<file path="config.mk">
export PLATFORM = sky130hd
export DESIGN_NAME = asram_ctrl
export DESIGN_NICKNAME = d
export VERILOG_FILES = /design/src/rtl/asram_pkg.sv /design/src/rtl/asram_timer.sv /design/src/rtl/asram_fsm.sv /design/src/rtl/asram_datapath.sv /design/src/rtl/asram_ctrl.sv
export SDC_FILE = /design/constraint.sdc
export NUM_CORES = 1
export LEC_CHECK = 0
export ABC_AREA = 1
export CORE_MARGIN = 3
export CORE_UTILIZATION = 40
export CTS_CLUSTER_SIZE = 25
export DETAILED_ROUTE_END_ITERATION = 8
export DONT_BUFFER_PORTS = 1
export SLEW_MARGIN = 20
export SYNTH_ARGS = -nofsm -noshare
export SYNTH_HDL_FRONTEND = slang
export SYNTH_HIERARCHICAL = 1
export SYNTH_SLANG_ARGS = --single-unit
</file>
<file path="constraint.sdc">
create_clock -name clk -period 2 [get_ports clk]
set_input_delay 0.1 -clock clk [delete_from_list [all_inputs] [get_ports clk]]
set_output_delay 0.1 -clock clk [all_outputs]
set_load 0.05 [all_outputs]
</file>
<file path="src/rtl/asram_pkg.sv">
package asram_pkg;

    typedef enum logic [2:0] {
        ST_IDLE,
        ST_TURN,
        ST_WSETUP,
        ST_WLOW,
        ST_WHOLD,
        ST_RACC
    } seq_state_t;

    function automatic int max2(input int a, input int b);
        return (a > b) ? a : b;
    endfunction

endpackage

</file>
<file path="src/rtl/asram_timer.sv">
module asram_timer #(
    parameter int CNT_W = 4
) (
    input  logic             clk,
    input  logic             rst_n,
    input  logic             load,
    input  logic [CNT_W-1:0] load_val,
    output logic             expired
);

    logic [CNT_W-1:0] count_q;

    always_ff @(posedge clk or negedge rst_n) begin
        if (!rst_n) begin
            count_q <= '0;
        end else if (load) begin
            count_q <= load_val;
        end else if (count_q != '0) begin
            count_q <= count_q - 1'b1;
        end
    end

    assign expired = (count_q == '0);

endmodule

</file>
<file path="src/rtl/asram_fsm.sv">
module asram_fsm
    import asram_pkg::*;
#(
    parameter int CNT_W      = 4,
    parameter int ACC_CYC    = 3,
    parameter int WLOW_CYC   = 3,
    parameter int ASETUP_CYC = 1,
    parameter int TURN_CYC   = 2
) (
    input  logic             clk,
    input  logic             rst_n,
    input  logic             req_valid,
    input  logic             req_write,
    input  logic             tmr_expired,
    output logic             req_ready,
    output logic             take_req,
    output logic             tmr_load,
    output logic [CNT_W-1:0] tmr_load_val,
    output logic             rd_sample,
    output logic             ce_n,
    output logic             we_n,
    output logic             oe_n,
    output logic             dq_oe
);

    seq_state_t state_q, state_d;
    logic       last_rd_q;

    // state register and read-history flag
    always_ff @(posedge clk or negedge rst_n) begin
        if (!rst_n) begin
            state_q   <= ST_IDLE;
            last_rd_q <= 1'b0;
        end else begin
            state_q <= state_d;
            if (state_q == ST_RACC && tmr_expired) begin
                last_rd_q <= 1'b1;
            end else if (state_q == ST_WHOLD) begin
                last_rd_q <= 1'b0;
            end
        end
    end

    // next state
    always_comb begin
        state_d = state_q;
        unique case (state_q)
            ST_IDLE: begin
                if (req_valid) begin
                    if (!req_write) begin
                        state_d = ST_RACC;
                    end else if (last_rd_q) begin
                        state_d = ST_TURN;
                    end else begin
                        state_d = ST_WSETUP;
                    end
                end
            end
            ST_TURN:   if (tmr_expired) state_d = ST_WSETUP;
            ST_WSETUP: if (tmr_expired) state_d = ST_WLOW;
            ST_WLOW:   if (tmr_expired) state_d = ST_WHOLD;
            ST_WHOLD:  state_d = ST_IDLE;
            ST_RACC:   if (tmr_expired) state_d = ST_IDLE;
            default:   state_d = ST_IDLE;
        endcase
    end

    // timer reload on every state change
    always_comb begin
        tmr_load = (state_d != state_q);
        unique case (state_d)
            ST_TURN:   tmr_load_val = CNT_W'(TURN_CYC - 1);
            ST_WSETUP: tmr_load_val = CNT_W'(ASETUP_CYC - 1);
            ST_WLOW:   tmr_load_val = CNT_W'(WLOW_CYC - 1);
            ST_RACC:   tmr_load_val = CNT_W'(ACC_CYC - 1);
            default:   tmr_load_val = '0;
        endcase
    end

    // outputs
    always_comb begin
        req_ready = 1'b0;
        rd_sample = 1'b0;
        ce_n      = 1'b1;
        we_n      = 1'b1;
        oe_n      = 1'b1;
        dq_oe     = 1'b0;
        unique case (state_q)
            ST_IDLE:   req_ready = 1'b1;
            ST_TURN:   ;
            ST_WSETUP: ce_n = 1'b0;
            ST_WLOW: begin
                ce_n  = 1'b0;
                we_n  = 1'b0;
                dq_oe = 1'b1;
            end
            ST_WHOLD: begin
                ce_n  = 1'b0;
                dq_oe = 1'b1;
            end
            ST_RACC: begin
                ce_n      = 1'b0;
                oe_n      = 1'b0;
                rd_sample = tmr_expired;
            end
            default: ;
        endcase
        take_req = req_ready && req_valid;
    end

endmodule

</file>
<file path="src/rtl/asram_datapath.sv">
module asram_datapath #(
    parameter int ADDR_W = 15,
    parameter int DATA_W = 8
) (
    input  logic              clk,
    input  logic              rst_n,
    input  logic              take_req,
    input  logic [ADDR_W-1:0] req_addr,
    input  logic [DATA_W-1:0] req_wdata,
    input  logic              rd_sample,
    input  logic [DATA_W-1:0] dq_in,
    output logic [ADDR_W-1:0] addr,
    output logic [DATA_W-1:0] dq_out,
    output logic              rsp_valid,
    output logic [DATA_W-1:0] rsp_rdata
);

    always_ff @(posedge clk or negedge rst_n) begin
        if (!rst_n) begin
            addr      <= '0;
            dq_out    <= '0;
            rsp_valid <= 1'b0;
            rsp_rdata <= '0;
        end else begin
            rsp_valid <= rd_sample;
            if (take_req) begin
                addr   <= req_addr;
                dq_out <= req_wdata;
            end
            if (rd_sample) begin
                rsp_rdata <= dq_in;
            end
        end
    end

endmodule

</file>
<file path="src/rtl/asram_ctrl.sv">
module asram_ctrl
    import asram_pkg::*;
#(
    parameter int ADDR_W     = 15,
    parameter int DATA_W     = 8,
    parameter int ACC_CYC    = 3,
    parameter int WPULSE_CYC = 2,
    parameter int DSETUP_CYC = 3,
    parameter int ASETUP_CYC = 1,
    parameter int TURN_CYC   = 2
) (
    input  logic              clk,
    input  logic              rst_n,
    input  logic              req_valid,
    output logic              req_ready,
    input  logic              req_write,
    input  logic [ADDR_W-1:0] req_addr,
    input  logic [DATA_W-1:0] req_wdata,
    output logic              rsp_valid,
    output logic [DATA_W-1:0] rsp_rdata,
    output logic [ADDR_W-1:0] sram_addr,
    output logic              sram_ce_n,
    output logic              sram_we_n,
    output logic              sram_oe_n,
    output logic [DATA_W-1:0] sram_dq_out,
    input  logic [DATA_W-1:0] sram_dq_in,
    output logic              sram_dq_oe
);

    localparam int WLOW_CYC = max2(WPULSE_CYC, DSETUP_CYC);
    localparam int MAX_CYC  = max2(max2(ACC_CYC, WLOW_CYC), max2(ASETUP_CYC, TURN_CYC));
    localparam int CNT_W    = $clog2(MAX_CYC + 1);

    logic             take_req;
    logic             tmr_load;
    logic [CNT_W-1:0] tmr_load_val;
    logic             tmr_expired;
    logic             rd_sample;

    asram_timer #(.CNT_W(CNT_W)) u_timer (
        .clk      (clk),
        .rst_n    (rst_n),
        .load     (tmr_load),
        .load_val (tmr_load_val),
        .expired  (tmr_expired)
    );

    asram_fsm #(
        .CNT_W      (CNT_W),
        .ACC_CYC    (ACC_CYC),
        .WLOW_CYC   (WLOW_CYC),
        .ASETUP_CYC (ASETUP_CYC),
        .TURN_CYC   (TURN_CYC)
    ) u_fsm (
        .clk          (clk),
        .rst_n        (rst_n),
        .req_valid    (req_valid),
        .req_write    (req_write),
        .tmr_expired  (tmr_expired),
        .req_ready    (req_ready),
        .take_req     (take_req),
        .tmr_load     (tmr_load),
        .tmr_load_val (tmr_load_val),
        .rd_sample    (rd_sample),
        .ce_n         (sram_ce_n),
        .we_n         (sram_we_n),
        .oe_n         (sram_oe_n),
        .dq_oe        (sram_dq_oe)
    );

    asram_datapath #(.ADDR_W(ADDR_W), .DATA_W(DATA_W)) u_dp (
        .clk       (clk),
        .rst_n     (rst_n),
        .take_req  (take_req),
        .req_addr  (req_addr),
        .req_wdata (req_wdata),
        .rd_sample (rd_sample),
        .dq_in     (sram_dq_in),
        .addr      (sram_addr),
        .dq_out    (sram_dq_out),
        .rsp_valid (rsp_valid),
        .rsp_rdata (rsp_rdata)
    );

endmodule

</file>
======== Word level (Yosys, flattened, before mapping) ========
Cells that the tools add are included.
W data, S select, Z words.
operators by class
  $add $sub $neg .......................... 1
  equal/unequal tests ..................... 9
  multiplexer cells ....................... 19
  reductions and logical operators ........ 10
operator list
  operator               count
  $mux W3                6
  $pmux W3 S5            1
  $eq A3 B2 Y1 const B   3
  $eq A3 B3 Y1 const B   3
  $mux W1                8
  $eq A3 B1 Y1 const B   2
  $mux W2                3
  $reduce_bool A2 Y1     3
  $pmux W2 S2            1
  $reduce_or A2 Y1       2
  $reduce_or A4 Y1       1
  $logic_not A3 Y1       1
  $ne A3 B3 Y1           1
  $logic_and A1 B1 Y1    2
  $logic_not A2 Y1       1
  $sub A2 B1 Y2 const B  1
storage, ports and cells
  register bits after elaboration ......... 38
  input port bits ......................... 35
  output and inout port bits .............. 37
  logic and storage cells ................. 46

======== Longest topological paths before layout ========
  depth after elaboration ................. 8
  depth in mapped cells ................... 13
  depth with buffers taken out ............ 13

======== Cells and area by module ========
The synthesis kept the hierarchy.
by module, submodules not included
  module          instances  cells an instance  area each (um^2)  sequential area each (um^2)
  asram_datapath  1          132                1199.9            800.8
  asram_fsm       1          66                 455.4             100.1
  asram_timer     1          17                 120.1             50.0

======== Worst setup path after synthesis ========
No wires, ideal clock.
  kind .................................... reg-to-output
  start ................................... register u_fsm.state_q[1]
  end ..................................... output port sram_ce_n
  arrival ................................. 1.711 ns
  required time ........................... 1.900 ns
  path slack .............................. 0.189 ns
  stages on the path, launching flop included .. 5
  buffers on the path ..................... 1
  cells stage by stage .................... dfrtp_1 -> buf_6 -> inv_4 -> nor2_2 -> nor3_1
between the ends
  longest elaborated chain between the ends .. 3
  elaborated cells on any way between the ends .. 6
  classes of those cells .................. 4 x eq/ne; 1 x mux; 1 x reduce/logical
RTL lines
  element                                              line              text
  from (decl)                                          asram_fsm.sv:26   seq_state_t state_q, state_d;
  from (signal assigned)                               asram_fsm.sv:35   state_q <= state_d;
  $eq A3 B2 Y1 / $eq A3 B3 Y1 (equally long branches)  asram_fsm.sv:88   unique case (state_q)
  $reduce_or A4 Y1 (no source line) *                  n/a
  $mux W1 *                                            asram_fsm.sv:88
  to (decl)                                            asram_ctrl.sv:22  output logic sram_ce_n,
Every way passes the cells marked *; elsewhere a longest branch is shown, timed or not.

======== Final worst setup path ========
  start ................................... register u_timer.count_q[0]
  end ..................................... register u_timer.count_q[0]
between the ends
  elaborated cells on any way between the ends .. 17
  classes of those cells .................. 1 x add/sub; 4 x eq/ne; 8 x mux; 4 x reduce/logical
RTL lines
  element                                               line               text
  from (decl)                                           asram_timer.sv:11  logic [CNT_W-1:0] count_q;
  from (signal assigned)                                asram_timer.sv:17  count_q <= load_val;
  from (signal assigned)                                asram_timer.sv:19  count_q <= count_q - 1'b1;
  $logic_not A2 Y1 *                                    asram_timer.sv:23  assign expired = (count_q == '0);
  named net tmr_expired                                 asram_ctrl.sv:37   logic tmr_expired;
  $mux W3, on equally long branches                     n/a
  $pmux W3 S5 *                                         asram_fsm.sv:47    unique case (state_q)
  $ne A3 B3 Y1 *                                        asram_fsm.sv:70    tmr_load = (state_d != state_q);
  named net tmr_load                                    asram_ctrl.sv:35   logic tmr_load;
  $mux W2 / $reduce_bool A2 Y1 (equally long branches)  n/a
The timed path passes the listed nets; every way through them passes the cells marked *. The select of a mux whose other input is x is not followed.
A chain may end at the register's enable or synchronous reset.

==> results_dict.tcl <==
set metrics [dict create \
    max_freq_ghz 0.560 \
    synth_top_area_share_pct 53.6 \
    overflow 0 \
    tritoncts "built" \
    htree_levels 2 \
    min_from "req_valid" \
    async_flop_share_pct 100 \
    rsz0062_at_grt "false" \
    initial_core_util_pct 42.8 \
    synth_nets 251 \
    hold_path_class "in2reg" \
    postPlaceCellArea_sq_um 1830 \
    final.min_clock_period_ps 1790 \
    grt_max_degree 39 \
    critPathArrivalTime_ps 1960 \
    synthMuxAreaShare_pct 0 \
    cts_buffer_depth 2 \
    fp.dieW_um 72.6 \
    fin_tns_setup_ps 0 \
    drtIter0Drc 80 \
    worst_slew_pin_slew_ps 492 \
    synth.largest_area_cell "dfrtp_1" \
    port_buffers 0 \
    clkLatencyLatePin_ps 280 \
    synth_top_family_by_area "simple AND/OR/NAND/NOR gates" \
    r2r_cells 11 \
    core-area_sq_um 4140 \
    synth-xor-area-share_pct 0 \
    multi_input_area_sq_um 694 \
    synth_cell_types 22 \
    worstSetupEndpointType "register" \
    chipHeight_um 72.6 \
    maxCapViolCount 0 \
    ios 72 \
    hold_violations 0 \
    synth_fa_ha_area_share_pct 0.705 \
    post-place-cells 265 \
    synth-compound-area-share_pct 2.33 \
    r2r_slack_ps 210 \
    numCtsBuffers 5 \
    drc 0 \
    synthSimpleGateAreaFrac_pct 36.1 \
    syn_area_sq_um 1780 \
    pre_cts_ws_ps 230 \
    cp_num_buf_inv 2 \
    routed_wl_mm 3.90 \
    grt_use_total_pct 14.9 \
    final_area_sq_um 2280 \
    crit_path_max_fanout 9 \
    viasPerCell 4.75 \
    cp-endpoint "u_timer/count_q[0]" \
    slew_headroom_pct 67.2 \
    grt_pass1_wl_mm 6.08 \
    cp_data_required_time_ps 2180 \
    area_delta_synth_final_pct 28.2 \
    crit_type "reg2reg" \
    final_nets 291 \
    critPathTopFamily "simple AND/OR/NAND/NOR gates" \
    dieArea_sq_um 5270 \
    place_hpwl_mm 2.62 \
    ys_top_cells_by_count "nand2_1 (119), dfrtp_1 (38), inv_1 (11)" \
    postCtsSetupBuffers 0 \
    regToRegEndpoint "u_timer/count_q[0]" \
    num_rows 23 \
    cts_root_buf "clkbuf_8" \
    yosys.cell_count.top_type "nand2_1" \
    fin_ws_ps 213 \
    rr_startpoint "u_timer/count_q[0]" \
    ys_ff_latch 38 \
    yosysWarnings 6 \
    wl_per_cell_um 12.7 \
    setup_violations 0 \
    slowest_delay_ps 390 \
    worstSetupStartpoint "u_timer/count_q[0]" \
    cp-start-kind "register" \
    register_area_sq_um 951 \
    crit_path_frequent_cell "nand2_1" \
    synth_flop_cell "dfrtp_1" \
    routabilityCongestion 0.764 \
    antennaDiodeCount 0 \
    clock_sink_count 38 \
    antenna_left 0 \
    synth.avg_cell_area_sq_um 8.26 \
    grt_antenna_before_repair 0 \
    clock_skew_ps 2.63 \
    path_clk_slew_ps 70 \
    cp_cell_sequence "inv_1 -> ha_1 -> nand2_1 -> nand3_1 -> nand3_1 -> nand2_1 -> nand3_1 -> inv_1 -> nand2_1 -> nand2_1 -> nand2_1" \
    synth_edf_count 0 \
    drive_gt1_share_pct 12.5 \
    grt_pass1_vias 1314 \
    cp.depth 11 \
    outcome "complete, no violations" \
    via_count 1453 \
    synthCells 215 \
    cp_slowest_cell "dfrtp_1" \
    ys_seq_area_share_pct 53.6 \
    fin_cells 306 \
    slew_viol_final 0 \
    fillers 386 \
    synthTopCellsByArea "dfrtp_1 (54%), nand2_1 (25%), nand3_1 (2.5%)" \
    finalCritPeriodShare_pct 89.4 \
    dr.pass1.iters 4 \
]
placed cells by master, fill, tap and decap left out:
master and instances:
nand2_1 119, dfrtp_1 38, dlygate4sd3_1 32, inv_1 11
nand3_1 9, buf_4 7, clkbuf_8 5, inv_2 4
nand2_4 4, o21ai_0 4, nand3_2 3, clkbuf_1 2
inv_4 2, nor2_2 2, nand4_1 2, o211ai_1 2
nor2_1 2, bufinv_16 1, buf_12 1, nor3_2 1
nor2_8 1, nand2_2 1, a31oi_1 1, nor3_1 1
ha_1 1
area by class of cell:
cell class / instances / share of cell area, %
Clock buffer: 7 / 3.35
Clock inverter: 1 / 1.32
Multi-Input combinational cell: 153 / 30.5
Sequential cell: 38 / 41.8
Tap cell: 50 / 2.75
Inverter: 17 / 3.02
Timing Repair Buffer: 40 / 17.3
per-layer routing:
metal	routed length, um	vias up	track usage [%]	part of all wire [%]
met3	342	6	4.96	8.8
met4	53	0	5.53	1.4
li1	-	737	-	-
met5	0	-	0	0
met2	1850	54	24.3	47
met1	1660	656	18.2	42
flip-flops by register name, indices dropped and copies added, names as in the netlist:
register / cells
u_fsm/state_q: 3
u_dp/rsp_valid: 1
u_dp/addr: 15
u_dp/dq_out: 8
u_fsm/last_rd_q: 1
u_timer/count_q: 2
u_dp/rsp_rdata: 8
worst min-delay path by stage:
stage	end	cells past startpoint
detailed placement	u_dp/addr[6]	0
global route	u_fsm/state_q[0]	2
CTS	u_fsm/state_q[0]	2
global placement	u_dp/addr[6]	0
floorplan	u_dp/addr[0]	0
finish	u_fsm/state_q[0]	2
worst register-to-register path, cell delays in order, from the launching register on:
cell     delay [ps]
dfrtp_1         390
inv_1            60
ha_1            330
nand2_1         120
nand3_1         180
nand3_1          90
nand2_1          60
nand3_1         130
inv_1           120
nand2_1          70
nand2_1          80
nand2_1          40
per-stage QoR:
step	utilization, %	hold WS (ps)
CTS	54.9	61.1
global route	54.9	83.9
detailed placement	44.1	-195
floorplan	-	-196
global placement	44.1	-195
finish	54.9	71.0
repair_timing:
action | 4_1_cts | 5_1_grt
resized for setup | 0 | 0
endpoints found under the hold margin | 69 | 0
hold buffers | 33 | 0
cell families (layout without fill, tap and decap cells):
logic type,Yosys count,after routing
AOI/OAI and AO/OA,7,7
adders and majority gates,1,1
buffers and inverters,24,65
DFF,38,38
and+or+nand+nor,145,145
Power is not shown: default switching activity piles up to over one toggle a cycle in this logic, so the estimate is an artifact.
